[config.mk]
export PLATFORM = sky130hd
export DESIGN_NAME = hreg_serial_port
export DESIGN_NICKNAME = d
export VERILOG_FILES = /design/src/rtl/hrp_pkg.sv /design/src/rtl/hrp_sync.sv /design/src/rtl/hrp_shifter.sv /design/src/rtl/hrp_regfile.sv /design/src/rtl/hreg_serial_port.sv
export SDC_FILE = /design/constraint.sdc
export NUM_CORES = 1
export LEC_CHECK = 0
export ABC_CLOCK_PERIOD_IN_PS = 3200
export BUFFER_PORTS_ARGS = -buffer_cell sky130_fd_sc_hd__buf_2
export CAP_MARGIN = 25
export CORE_MARGIN = 2
export CORE_UTILIZATION = 45
export DETAILED_ROUTE_END_ITERATION = 7
export PLACE_DENSITY = 0.66
export SLEW_MARGIN = 20
export SYNTH_ARGS = -nofsm -noshare
export SYNTH_HDL_FRONTEND = slang
export SYNTH_SLANG_ARGS = --single-unit
[constraint.sdc]
create_clock -name clk -period 3.2 [get_ports clk]
set_input_delay 0.16 -clock clk [delete_from_list [all_inputs] [get_ports clk]]
set_output_delay 0.16 -clock clk [all_outputs]
set_load 0.05 [all_outputs]
[src/rtl/hrp_pkg.sv]
package hrp_pkg;
  typedef enum logic [1:0] {
    PH_CMD  = 2'd0,
    PH_DATA = 2'd1,
    PH_DONE = 2'd2
  } phase_t;
endpackage

[src/rtl/hrp_sync.sv]
module hrp_sync #(
  parameter int N = 3,
  parameter int DEPTH = 2,
  parameter logic [N-1:0] RST_VAL = '0
) (
  input  logic         clk,
  input  logic         rst_n,
  input  logic [N-1:0] d_in,
  output logic [N-1:0] d_out
);
  for (genvar g = 0; g < N; g++) begin : g_bit
    logic [DEPTH-1:0] stage;
    always_ff @(posedge clk or negedge rst_n) begin
      if (!rst_n) stage <= {DEPTH{RST_VAL[g]}};
      else        stage <= {stage[DEPTH-2:0], d_in[g]};
    end
    assign d_out[g] = stage[DEPTH-1];
  end
endmodule

[src/rtl/hrp_shifter.sv]
module hrp_shifter #(
  parameter int DW = 8
) (
  input  logic          clk,
  input  logic          rst_n,
  input  logic          cs_act,
  input  logic          sclk_s,
  input  logic          sdi_s,
  output logic          byte_done,
  output logic [DW-1:0] byte_val,
  output logic          fall
);
  localparam int BCW = $clog2(DW);

  logic           sclk_d;
  logic [BCW-1:0] bitcnt;
  logic [DW-1:0]  shreg;
  logic           rise;

  assign rise      = sclk_s & ~sclk_d;
  assign fall      = cs_act & ~sclk_s & sclk_d;
  assign byte_val  = {sdi_s, shreg[DW-1:1]};
  assign byte_done = cs_act & rise & (bitcnt == BCW'(DW-1));

  always_ff @(posedge clk or negedge rst_n) begin
    if (!rst_n) begin
      sclk_d <= 1'b1;
      bitcnt <= '0;
      shreg  <= '0;
    end else begin
      sclk_d <= sclk_s;
      if (!cs_act) begin
        bitcnt <= '0;
      end else if (rise) begin
        shreg  <= byte_val;
        bitcnt <= (bitcnt == BCW'(DW-1)) ? '0 : bitcnt + 1'b1;
      end
    end
  end

  AST_ABORT_CLEARS: assert property (@(posedge clk) disable iff (!rst_n)
    !cs_act |=> bitcnt == '0);
endmodule

[src/rtl/hrp_regfile.sv]
module hrp_regfile #(
  parameter int DW = 8,
  parameter int AW = 4
) (
  input  logic                     clk,
  input  logic                     rst_n,
  input  logic                     wr_en,
  input  logic [AW-1:0]            wr_addr,
  input  logic [DW-1:0]            wr_data,
  input  logic                     snap_en,
  input  logic [DW-1:0]            status_in,
  input  logic [AW-1:0]            rd_addr,
  output logic [DW-1:0]            rd_data,
  output logic [((1<<AW)-1)*DW-1:0] ctrl_flat
);
  localparam int NREG = 1 << AW;
  localparam logic [AW-1:0] RO = AW'(NREG - 1);

  logic [DW-1:0] regs [NREG];
  logic [DW-1:0] stat_q;

  for (genvar g = 0; g < NREG; g++) begin : g_reg
    if (g == NREG - 1) begin : g_ro
      assign regs[g] = '0;
    end else begin : g_rw
      always_ff @(posedge clk or negedge rst_n) begin
        if (!rst_n) regs[g] <= '0;
        else if (wr_en && wr_addr == AW'(g)) regs[g] <= wr_data;
      end
      assign ctrl_flat[g*DW +: DW] = regs[g];
    end
  end

  always_ff @(posedge clk or negedge rst_n) begin
    if (!rst_n)       stat_q <= '0;
    else if (snap_en) stat_q <= status_in;
  end

  always_comb begin
    if (rd_addr == RO) rd_data = snap_en ? status_in : stat_q;
    else               rd_data = regs[rd_addr];
  end

  AST_REGS_STABLE: assert property (@(posedge clk) disable iff (!rst_n)
    !wr_en |=> $stable(ctrl_flat));
  AST_STATUS_HOLD: assert property (@(posedge clk) disable iff (!rst_n)
    !snap_en |=> $stable(stat_q));
endmodule

[src/rtl/hreg_serial_port.sv]
module hreg_serial_port #(
  parameter int DW = 8,
  parameter int AW = 4,
  parameter int SYNC = 2
) (
  input  logic                      clk,
  input  logic                      rst_n,
  input  logic                      cs_n,
  input  logic                      sclk,
  input  logic                      sdi,
  input  logic [DW-1:0]             status_in,
  output logic                      sdo,
  output logic                      sdo_oe,
  output logic [((1<<AW)-1)*DW-1:0] ctrl_regs
);
  import hrp_pkg::*;

  localparam int NREG = 1 << AW;
  localparam logic [AW-1:0] RO = AW'(NREG - 1);

  logic [2:0]    sync_out;
  logic          cs_s, sclk_s, sdi_s, cs_act;
  logic          byte_done, fall;
  logic [DW-1:0] byte_val;
  phase_t        phase;
  logic          rd_q, burst_q;
  logic [AW-1:0] addr_q, cmd_addr, rd_addr;
  logic [DW-1:0] tx_sh, rd_data;
  logic          sdo_q, cmd_ok, wr_en, snap_en;

  hrp_sync #(.N(3), .DEPTH(SYNC), .RST_VAL(3'b011)) u_sync (
    .clk(clk), .rst_n(rst_n), .d_in({sdi, sclk, cs_n}), .d_out(sync_out)
  );
  assign cs_s   = sync_out[0];
  assign sclk_s = sync_out[1];
  assign sdi_s  = sync_out[2];
  assign cs_act = ~cs_s;

  hrp_shifter #(.DW(DW)) u_shift (
    .clk(clk), .rst_n(rst_n), .cs_act(cs_act), .sclk_s(sclk_s), .sdi_s(sdi_s),
    .byte_done(byte_done), .byte_val(byte_val), .fall(fall)
  );

  // Command decode: bit 0 is the direction, bits AW:1 the address,
  // the bits between the address and the top bit are reserved, and the top bit is burst.
  assign cmd_ok   = (byte_val[DW-2:AW+1] == '0);
  assign cmd_addr = byte_val[DW-1] ? '0 : byte_val[AW:1];
  assign rd_addr  = (phase == PH_CMD) ? cmd_addr : addr_q + 1'b1;
  assign snap_en  = byte_done & (phase == PH_CMD) & cmd_ok;
  assign wr_en    = byte_done & (phase == PH_DATA) & ~rd_q;

  hrp_regfile #(.DW(DW), .AW(AW)) u_regs (
    .clk(clk), .rst_n(rst_n), .wr_en(wr_en), .wr_addr(addr_q), .wr_data(byte_val),
    .snap_en(snap_en), .status_in(status_in), .rd_addr(rd_addr), .rd_data(rd_data),
    .ctrl_flat(ctrl_regs)
  );

  always_ff @(posedge clk or negedge rst_n) begin
    if (!rst_n) begin
      phase   <= PH_CMD;
      rd_q    <= 1'b0;
      burst_q <= 1'b0;
      addr_q  <= '0;
      tx_sh   <= '0;
      sdo_q   <= 1'b0;
    end else if (!cs_act) begin
      phase <= PH_CMD;
    end else if (byte_done) begin
      case (phase)
        PH_CMD: begin
          if (cmd_ok) begin
            rd_q    <= byte_val[0];
            burst_q <= byte_val[DW-1];
            addr_q  <= cmd_addr;
            tx_sh   <= rd_data;
            phase   <= PH_DATA;
          end else begin
            phase <= PH_DONE;
          end
        end
        PH_DATA: begin
          if (!burst_q || addr_q == RO) begin
            phase <= PH_DONE;
          end else begin
            addr_q <= addr_q + 1'b1;
            tx_sh  <= rd_data;
          end
        end
        default: phase <= PH_DONE;
      endcase
    end else if (fall && phase == PH_DATA && rd_q) begin
      sdo_q <= tx_sh[0];
      tx_sh <= tx_sh >> 1;
    end
  end

  assign sdo    = sdo_q;
  assign sdo_oe = cs_act & (phase == PH_DATA) & rd_q;

  AST_SDO_ON_FALL: assert property (@(posedge clk) disable iff (!rst_n)
    !fall |=> $stable(sdo_q));
  AST_OE_AFTER_CMD: assert property (@(posedge clk) disable iff (!rst_n)
    $rose(sdo_oe) |-> $past(byte_done && phase == PH_CMD));
  AST_BURST_END: assert property (@(posedge clk) disable iff (!rst_n)
    (cs_act && byte_done && phase == PH_DATA && addr_q == RO) |=> phase != PH_DATA);
  AST_BAD_CMD_QUIET: assert property (@(posedge clk) disable iff (!rst_n)
    (byte_done && phase == PH_CMD && !cmd_ok) |=> !sdo_oe);
endmodule

# After elaboration in Yosys (flattened, before gate mapping)
# Cells that the tools add are included.
op_classes:
  order_cmp: 1
  n_bitwise: 17
  eq_ne: 24
  reduce_logical: 32
  muxes: 23
  add_sub_neg: 2
op_table:
  columns: ["operator", "n"]
  rows:
  - ["two-way mux 8 bit", 8]
  - ["== test 4 bit (second input constant)", 9]
  - ["binary-select mux 8 bit (select 4 bit)", 1]
  - ["logical AND 1 bit", 17]
  - ["== test 4 x 3 -> 1 bit (second input constant)", 4]
  - ["two-way mux 4 bit", 4]
  - ["case mux 8 bit (2 select lines)", 1]
  - ["bitwise AND 1 bit", 11]
  - ["AND reduction 5 bit", 2]
  - ["two-way mux 3 bit", 3]
  - ["== test 4 x 2 -> 1 bit (second input constant)", 2]
  - ["two-way mux 2 bit", 4]
  - ["case mux 4 bit (2 select lines)", 1]
  - ["nonzero test 2 bit", 4]
  - ["!= test 3 bit (second input constant)", 2]
  - ["greater-or-equal comparator 5 bit (second input constant)", 1]
  - ["inverter 1 bit", 5]
  - ["inverter 4 -> 5 bit", 1]
  - ["adder 4 x 1 -> 4 bit (second input constant)", 1]
  - ["== test 4 x 1 -> 1 bit (second input constant)", 1]
  - ["logical NOT 2 bit", 2]
  - ["logical NOT 4 bit", 1]
  - ["!= test 2 bit (second input constant)", 2]
  - ["case mux 2 bit (2 select lines)", 1]
  - ["other kinds (10)", 11]
totals:
  inputBits: 13
  word_cells: 127
  ff_bits: 163

# Longest topological paths before layout
# Gate-level depths: netlist of the first run.
logic_depth:
  ltp_word: 11
  ltp_mapped: 10

# Hierarchy
# From an unflattened synthesis of the first run, not the netlist that was laid out.
unflattened:
  cells_unflattened: 549
  hier_area_um2: 7753.7
modules_own_cells:
  columns: ["mod", "cells_per_inst", "area_each_um2", "seq_area_each_um2", "instances"]
  rows:
  - ["hrp_regfile", 406, 6002.0, 3203.1, 1]
  - ["hreg_serial_port", 100, 1039.7, 425.4, 1]
  - ["hrp_shifter", 34, 534.3, 276.5, 1]
  - ["hrp_sync", 9, 177.7, 155.1, 1]

# Worst setup path before layout of the first run
# No wires, ideal clock.
synth_path:
  kind: "flip-flop to flip-flop"
  startpoint: "reg phase[0]"
  endpoint: "reg tx_sh[6]"
  t_required_ns: 3.064
  n_path_buf: 3
  setup_slack_ns: 0.018
  path_stages_with_launch: 10
  arrival_ns: 3.045
  path_cell_list: "dfrtp_1 clkbuf_1 nand2b_1 clkbuf_1 nor3b_1 and3b_1 clkbuf_1 a21oi_1 a311oi_1 a211oi_1"
synth_between:
  elab_chain_len: 10
  word_cells_on_any_way: 23
  cone_classes: "eq/ne: 5; mux: 10; bitwise: 3; reduce/logical: 5"
synth_lines:
  columns: ["item", "line_no", "text"]
  rows:
  - ["start, declared", "hreg_serial_port.sv:25", "phase_t phase;"]
  - ["start signal, assigned", "hreg_serial_port.sv:60", "phase <= PH_CMD;"]
  - ["start signal, assigned", "hreg_serial_port.sv:67", "phase <= PH_CMD;"]
  - ["start signal, assigned", "hreg_serial_port.sv:76", "phase <= PH_DATA;"]
  - ["logical NOT 2 bit", "hreg_serial_port.sv:48, hreg_serial_port.sv:49, hreg_serial_port.sv:69", null]
  - ["two-way mux 4 bit", "hreg_serial_port.sv:48", "assign rd_addr = (phase == PH_CMD) ? cmd_addr : addr_q + 1'b1;"]
  - ["inverter 4 -> 5 bit (implied by the code)", "hrp_regfile.sv:41", "else rd_data = regs[rd_addr];"]
  - ["binary-select mux 8 bit (select 4 bit)", "hrp_regfile.sv:41", null]
  - ["two-way mux 8 bit (implied by the code) (2 in series)", "hrp_regfile.sv:41", null]
  - ["two-way mux 8 bit", "hrp_regfile.sv:40", "if (rd_addr == RO) rd_data = snap_en ? status_in : stat_q;"]
  - ["two-way mux 8 bit (on tied branches)", "hreg_serial_port.sv:82, hreg_serial_port.sv:71", null]
  - ["case mux 8 bit (2 select lines)", "hreg_serial_port.sv:69", "case (phase)"]
  - ["two-way mux 8 bit", "hreg_serial_port.sv:68", "end else if (byte_done) begin"]
  - ["end signal, assigned", "hreg_serial_port.sv:75", "tx_sh <= rd_data;"]
  - ["end signal, assigned", "hreg_serial_port.sv:86", "tx_sh <= rd_data;"]
  - ["end signal, assigned", "hreg_serial_port.sv:93", "tx_sh <= tx_sh >> 1;"]
  - ["end, declared", "hreg_serial_port.sv:28", "logic [DW-1:0] tx_sh, rd_data;"]
# Several ways; a longest one is shown, not always the timed one. The select of a mux whose other input is x is not followed.
# A chain may end at the register's enable or synchronous reset.

# Final worst setup path of the first run
layout_path:
  startpoint: "reg addr_q[0]"
  endpoint: "reg tx_sh[5]"
layout_between:
  elab_chain_len: 10
  word_cells_on_any_way: 16
  cone_classes: "add/sub: 1; eq/ne: 3; mux: 9; bitwise: 1; reduce/logical: 2"
layout_lines:
  columns: ["item", "line_no", "text"]
  rows:
  - ["start, declared", "hreg_serial_port.sv:27", "logic [AW-1:0] addr_q, cmd_addr, rd_addr;"]
  - ["start signal, assigned", "hreg_serial_port.sv:74", "addr_q <= cmd_addr;"]
  - ["start signal, assigned", "hreg_serial_port.sv:85", "addr_q <= addr_q + 1'b1;"]
  - ["adder 4 x 1 -> 4 bit", "hreg_serial_port.sv:48", null]
  - ["two-way mux 4 bit", "hreg_serial_port.sv:48", null]
  - ["inverter 4 -> 5 bit (implied by the code)", "hrp_regfile.sv:41", null]
  - ["binary-select mux 8 bit (select 4 bit)", "hrp_regfile.sv:41", null]
  - ["two-way mux 8 bit (implied by the code) (2 in series)", "hrp_regfile.sv:41", null]
  - ["two-way mux 8 bit", "hrp_regfile.sv:40", null]
  - ["two-way mux 8 bit (on tied branches)", "hreg_serial_port.sv:82, hreg_serial_port.sv:71", null]
  - ["case mux 8 bit (2 select lines)", "hreg_serial_port.sv:69", null]
  - ["two-way mux 8 bit", "hreg_serial_port.sv:68", null]
# Several ways; a longest one is shown, not always the timed one. The select of a mux whose other input is x is not followed.

==> metrics.yaml, run 1 <==
outcome:
  outcome: "complete, no violations"
floorplanning:
  core_um2: 16600
  dieWidth_um: 134
  die_y_um: 134
  dieArea_um2: 18000
  start_util: 0.459
  floorplan.rows: 47
  ios: 135
drt:
  first_iter_violations: 532
  drt_pass1_iterations: 5
  viasPerCell: 5.76
  wl_mm: 22.3
  drc: 0
  num_vias: 5792
  antenna_left: 0
  post_drt_wl_per_cell_um: 22.2
sta:
  finalHoldViolCount: 0
  finClkSkew_ps: 11.3
  fmax_mhz: 332
  period_share: 0.941
  worstMarginPinSlew_ps: 936
  rsz0062_at_grt: "false"
  setup_viol: 0
  period_needed_ps: 3010
  setup_tns_ps: 0
  drv_slew: 0
  whs_ps: 14.0
  maxSlewHeadroom: 0.376
  setup_ws_ps: 189
placement:
  gp_routability_congestion: 0.941
  numPortBuffers: 134
  preCtsSetupSlack_ps: 292
  dp_hpwl_mm: 15.8
clock_tree:
  cts_num_sinks: 162
  clk_pin_slew_ps: 70
  worstSkewPairLatency_ps: 430
  cts_buffer_depth: 2
  cts_setup_buffers: 0
  cts_root_buf: "clkbuf_16"
  h-tree-depth: 4
  cts_tree: "built"
  numCtsBuffers: 17
synthesis:
  synth_most_common_cell: "dfrtp_1"
  synth_area_leaders: "dfrtp_1 (52%), mux2_2 (19%), nand2_1 (4.1%)"
  yosysTopAreaCellShare: 0.516
  ys_seq_elements: 162
  synth.area.mux_share: 0.232
  synth_top_cell_by_area: "dfrtp_1"
  ys_top_cells_by_count: "dfrtp_1 (157), mux2_2 (129), nand2_1 (84), clkbuf_1 (33), nand3_1 (29)"
  yosys.area_share.simple: 0.126
  synth_edf_count: 0
  synth_cell_type_count: 52
  synth-main-ff-cell: "dfrtp_1"
  synthCells: 634
  synth_compound_area_frac: 0.0710
  async_reset_ff_frac: 1.00
  synth_top_family_by_area: "multiplexers"
  syn_avg_cell_area_um2: 12.0
  synth_xor_area_frac: 0.00230
  syn_nets: 653
  ys_seq_area_frac: 0.533
  netlist_area_um2: 7610
  ys_warn_count: 0
  synth_fa_ha_area_frac: 0.00986
setup_path:
  path_cells: "ha_1 -> xor2_1 -> mux2i_2 -> buf_4 -> and2_1 -> a32oi_1 -> a21oi_1 -> o31ai_1"
  worstPathBufferInverterCount: 1
  worstPathMaxFanout: 17
  crit_slowest_cell: "mux2i_2"
  cp.required_ps: 3510
  critPathTopFamily: "compound AO/OA/AOI/OAI gates"
  critPathLaunchType: "flop"
  criticalPathCategory: "reg2reg"
  worst_setup_path_end_kind: "flop"
  max_stage_delay_ps: 470
  worstPathArrival_ps: 3320
pwr:
  peakVddDrop_mv: 0.397
  p_total_mw: 5.14
  leakage_nw: 4.80
  p_per_area_nw_per_um2: 558
global_routing:
  grt_max_degree: 71
  grt.total_usage: 0.256
  grt_overflow: 0
  grt_pass1_wl_mm: 34.6
  antenna_found_initial: 0
  grt_pass1_vias: 5984
finish:
  diodes: 0
  area_growth_pct: 21.1
  final_nets: 791
  drive_above_1_share: 0.433
worst_hold_path:
  hp-class: "in2reg"
job:
  drv_cap: 0
state kept, by name (all words and copies together) (netlist names):
signal / count
u_regs.ctrl_flat: 120
tx_sh: 8
u_regs.stat_q: 8
u_shift.shreg: 7
u_sync.g_bit.stage: 6
addr_q: 4
u_shift.bitcnt: 3
phase: 2
burst_q: 1
rd_q: 1
sdo: 1
u_shift.sclk_d: 1
layout make-up:
class                           instances  area (um2)
Tap cell                              220         275
Fill cell                            1447        7370
Inverter                                8        30.0
Clock buffer                           19         453
Sequential cell                       162        4060
Multi-Input combinational cell        423        3360
Clock inverter                         13         148
Timing Repair Buffer                  160         890
stage by stage:
step	utilization	cell area [um2]	instances
after CTS	0.556	9220	1005
final	0.556	9220	1005
after global placement	0.515	8550	966
after global routing	0.556	9220	1005
after floorplan	-	7610	634
after detailed placement	0.515	8550	966
where the power goes:
part / switching (mW) / internal (mW) / leakage [nW]
combinational: 0.610 / 0.245 / 2.35
sequential: 0.116 / 2.09 / 2.17
clock: 0.873 / 1.20 / 0.289
total: 1.60 / 3.54 / 4.80
worst reg2reg max path: cells and delay by family, from the launching register on:
family / cells / cell delay [ps]
XOR/XNOR: 1 / 230
buffers and inverters: 1 / 350
adder cells (fa/ha/maj): 1 / 380
flip-flops: 1 / 440
AO/OA/AOI/OAI: 3 / 620
multiplexers: 1 / 470
AND/OR/NAND/NOR: 1 / 400
worst paths after layout:
check | start | endpoint | slack (ps) | depth (start not counted)
min reg2reg | u_sync.g_bit[0].stage[0] | u_sync.g_bit[0].stage[1] | 360 | 0
min in group asynchronous | rst_n | u_shift.bitcnt[2] | 320 | 2
max | addr_q[0] | tx_sh[5] | 190 | 8
min | status_in[1] | u_regs.stat_q[1] | 10 | 2
max in group asynchronous | rst_n | u_regs.ctrl_flat[41] | 1910 | 3
max reg2reg | addr_q[0] | tx_sh[5] | 190 | 8
metal layers:
layer | up-vias | share of wire | GRT usage
met3 | 50 | 0.054 | 0.0454
met4 | 0 | 0.027 | 0.101
met5 | - | 0 | 0
li1 | 2573 | - | -
met2 | 213 | 0.47 | 0.397
met1 | 2956 | 0.45 | 0.360
kinds of logic after synthesis:
kind of cell	count (synthesis)
buf+inv	49
fa+ha+maj	6
compound gates	78
mux	158
xor+xnor	2
flops	162
simple gates	179
timing repair:
action | CTS | global route
hold buffers | 7 | 0
gates resized for setup | 0 | 0
endpoints found under the hold margin | 68 | 0
placed cells by master, fill, tap and decap left out, types with 3 or more instances in the layout:
cell type | netlist | final
o22ai_1 | 3 | 3
mux2i_1 | 20 | 19
dlygate4sd3_1 | 0 | 7
and2_1 | 4 | 4
a21oi_1 | 11 | 11
a221oi_1 | 4 | 4
a31oi_1 | 5 | 5
mux2_1 | 8 | 8
nand2b_1 | 4 | 4
mux2_2 | 129 | 129
o21ai_0 | 16 | 16
nand2_1 | 84 | 84
clkinvlp_4 | 0 | 3
buf_2 | 5 | 133
inv_6 | 0 | 4
clkbuf_16 | 0 | 17
buf_4 | 0 | 19
a32oi_1 | 6 | 6
nor2b_1 | 3 | 3
a22oi_1 | 5 | 5
inv_1 | 8 | 8
nor2_1 | 14 | 13
nand3_1 | 29 | 29
nor3_1 | 3 | 3
o31ai_1 | 6 | 6
nand2_4 | 9 | 9
ha_1 | 6 | 6
dfstp_2 | 5 | 5
nand4_1 | 6 | 6
a211oi_1 | 6 | 6
dfrtp_1 | 157 | 157
nor3b_1 | 6 | 6
a311oi_1 | 11 | 11
Note: power is estimated with default switching activity, not from simulation.
==> run 2: changes to the inputs <==
Settings changed: BUFFER_PORTS_ARGS -buffer_cell sky130_fd_sc_hd__buf_2 to -buffer_cell sky130_fd_sc_hd__buf_4, CORE_UTILIZATION 45 to 47, PLACE_DENSITY 0.66 to 0.69.
==> metrics.yaml, run 2 (same netlist as run 1, synthesis figures left out) <==
drt:
  drc: 0  # unchanged
  first_iter_violations: 468  # -12%
  route.met3.wl_mm: 1.44  # +19%
  met2WireLength_mm: 11.2  # +6.9%
  num_vias: 5909  # +2.0%
  viasPerCell: 5.88  # +2.0%
  antenna_left: 0  # unchanged
  drt_pass1_iterations: 8  # +3
  maxUsedRoutingLayer: "met4"
  wl_mm: 23.3  # +4.3%
  wl_met1_mm: 10.1  # +0.31%
  post_drt_wl_per_cell_um: 23.2  # +4.3%
floorplanning:
  floorplan.rows: 46  # -2.1%
  dieWidth_um: 131  # -2.1%
  core_um2: 15900  # -4.2%
  start_util: 0.479  # +0.0202
  die_y_um: 131  # -2.1%
  dieArea_um2: 17200  # -4.1%
  ios: 135  # unchanged
pwr:
  peakVddDrop_mv: 0.394  # -0.67%
  seqPwrFrac: 0.414  # -0.016
  p_int_mw: 3.76  # +6.3%
  clock_power_share: 0.418  # +0.014
  p_sw_frac: 0.295  # -0.0163
  switchingPower_mw: 1.57  # -1.6%
  leakage_nw: 4.85  # +0.99%
  p_per_area_nw_per_um2: 554  # -0.76%
  comb_power_share: 0.168  # +0.002
clock_tree:
  worstSkewPairLatency_ps: 430  # about the same
  h-tree-depth: 4  # unchanged
  cts_buffer_depth: 2  # unchanged
  cts_tree: "built"
  ctsResizeCount: 0  # unchanged
  cts_num_sinks: 162  # unchanged
  cts_root_buf: "clkbuf_16"
  numCtsBuffers: 17  # unchanged
  clk_pin_slew_ps: 60  # about the same
finish:
  final_nets: 795  # +0.51%
  mostFrequentLayoutCells: "dfrtp_1 (157), buf_4 (157), mux2_2 (129)"
  drive_above_1_share: 0.440  # +0.00668
  final_area_um2: 9640  # +4.6%
  largest_reg_flops: 120  # unchanged
  fin_util: 0.607  # +0.0512
  area_growth_pct: 26.7
  fillCellCount: 1368  # -5.5%
  diodes: 0  # unchanged
setup_path:
  critPathLaunchType: "flop"
  worstPathBufferInverterCount: 2  # +1
  crit_slowest_cell: "or4b_1"
  critPathTopFamily: "compound AO/OA/AOI/OAI gates"
  path_cells: "buf_4 -> or4b_1 -> and2_1 -> buf_4 -> a211oi_1 -> a311oi_1 -> a311oi_1 -> o31ai_1"
  max_stage_delay_ps: 550  # +80 ps
  worstPathArrival_ps: 3080  # -240 ps
  cp.required_ps: 3510  # about the same
  criticalPathCategory: "reg2reg"
  worst_setup_path_end_kind: "flop"
  worstPathMaxFanout: 23  # +6
worst_hold_path:
  hp-class: "in2reg"
global_routing:
  grt_max_degree: 63  # -11%
  grt_pass1_wl_mm: 36.1  # +4.5%
  grt.total_usage: 0.276  # +0.0206
  grt_overflow: 0  # unchanged
  antenna_found_initial: 1  # +1
  grt_pass1_vias: 5972  # -0.20%
sta:
  rsz0062_at_grt: "false"
  setup_tns_ps: 0  # unchanged
  finClkSkew_ps: 7.69  # -3.62 ps
  period_share: 0.867  # -0.0742
  worstMarginPinSlew_ps: 870  # -66.3 ps
  finalHoldViolCount: 0  # unchanged
  setup_viol: 0  # unchanged
  drv_slew: 0  # unchanged
  fmax_mhz: 360  # +8.6%
  maxSlewHeadroom: 0.420  # +0.0442
  period_needed_ps: 2770  # -237 ps
outcome:
  outcome: "complete, no violations"
placement:
  placed_cell_area_um2: 8930  # +4.5%
  dp_hpwl_mm: 16.4  # +3.9%
  gp_routability_congestion: 0.902  # -4.2%
  numPortBuffers: 134  # unchanged
job:
  drv_cap: 0  # unchanged
run 2: cell count changes in the layout (fill, tap and decap cells not counted), moves of 2 or more:
cell | before | now
buf_4 | 19 | 157
buf_2 | 133 | 0
dlygate4sd3_1 | 7 | 4
inv_6 | 4 | 1
bufinv_16 | 2 | 4
clkbuf_8 | 2 | 4
clkinv_4 | 1 | 3
run 2: worst paths after layout:
| check | startpoint | to | slack (ps) | cells after the start |
|---|---|---|---|---|
| setup / recovery | u_sync.g_bit[2].stage[1] | tx_sh[5] | 430 | 8 |
| hold / removal | status_in[3] | u_regs.stat_q[3] | 20 | 2 |
| setup reg to reg | u_sync.g_bit[2].stage[1] | tx_sh[5] | 430 | 8 |
| hold reg to reg | u_sync.g_bit[2].stage[0] | u_sync.g_bit[2].stage[1] | 360 | 0 |
| max in group asynchronous | rst_n | u_regs.ctrl_flat[61] | 2070 | 3 |
| min in group asynchronous | rst_n | u_regs.ctrl_flat[55] | 290 | 2 |
run 2: power groups by stage:
stage               sequential (mW)  combinational, mW  clock [mW]
detailed placement             2.24              0.873           0
global route                   2.22              0.964        2.33
finish                         2.21              0.897        2.23
CTS                            2.21              0.883        2.25
floorplan                      2.15              0.526           0
global placement               2.24              0.866           0
run 2: worst register-to-register path, delay by kind of cell, from the launching register on:
kind,cells,cell delay (ps)
buffers and inverters,2,510
flip-flops,1,410
AND/OR/NAND/NOR,2,850
AO/OA/AOI/OAI,4,880
run 2: through the flow:
stage / power (mW) / hold WS [ps] / instances / setup slack, ps
floorplan: 2.68 / -136 / 634 / 18.4
global placement: 3.11 / 185 / 968 / 434
detailed placement: 3.12 / 189 / 968 / 363
CTS: 5.34 / 9.01 / 1004 / 362
global route: 5.51 / 21.6 / 1005 / 252
finish: 5.34 / 18.9 / 1005 / 426
run 2: repair_timing:
action	CTS	global route
hold buffers	4	0
hold endpoints to repair	60	0
buffers inserted	0	0
run 2: cell type report:
| class | instances | area [um2] | area share |
|---|---|---|---|
| flip-flops and latches | 162 | 4060 | 0.421 |
| multi-input cells | 423 | 3360 | 0.349 |
| clock inverters | 11 | 175 | 0.0182 |
| repair buffers | 164 | 1260 | 0.131 |
| clock buffers | 21 | 480 | 0.0498 |
| inverters | 8 | 30.0 | 0.00311 |
| well taps | 216 | 270 | 0.0280 |
run 2: metal layers:
metal  vias to the layer above  track usage
li1                       2572            -
met1                      3033        0.377
met2                       252        0.450
met3                        52       0.0544
met4                         0       0.0845
met5                         -            0
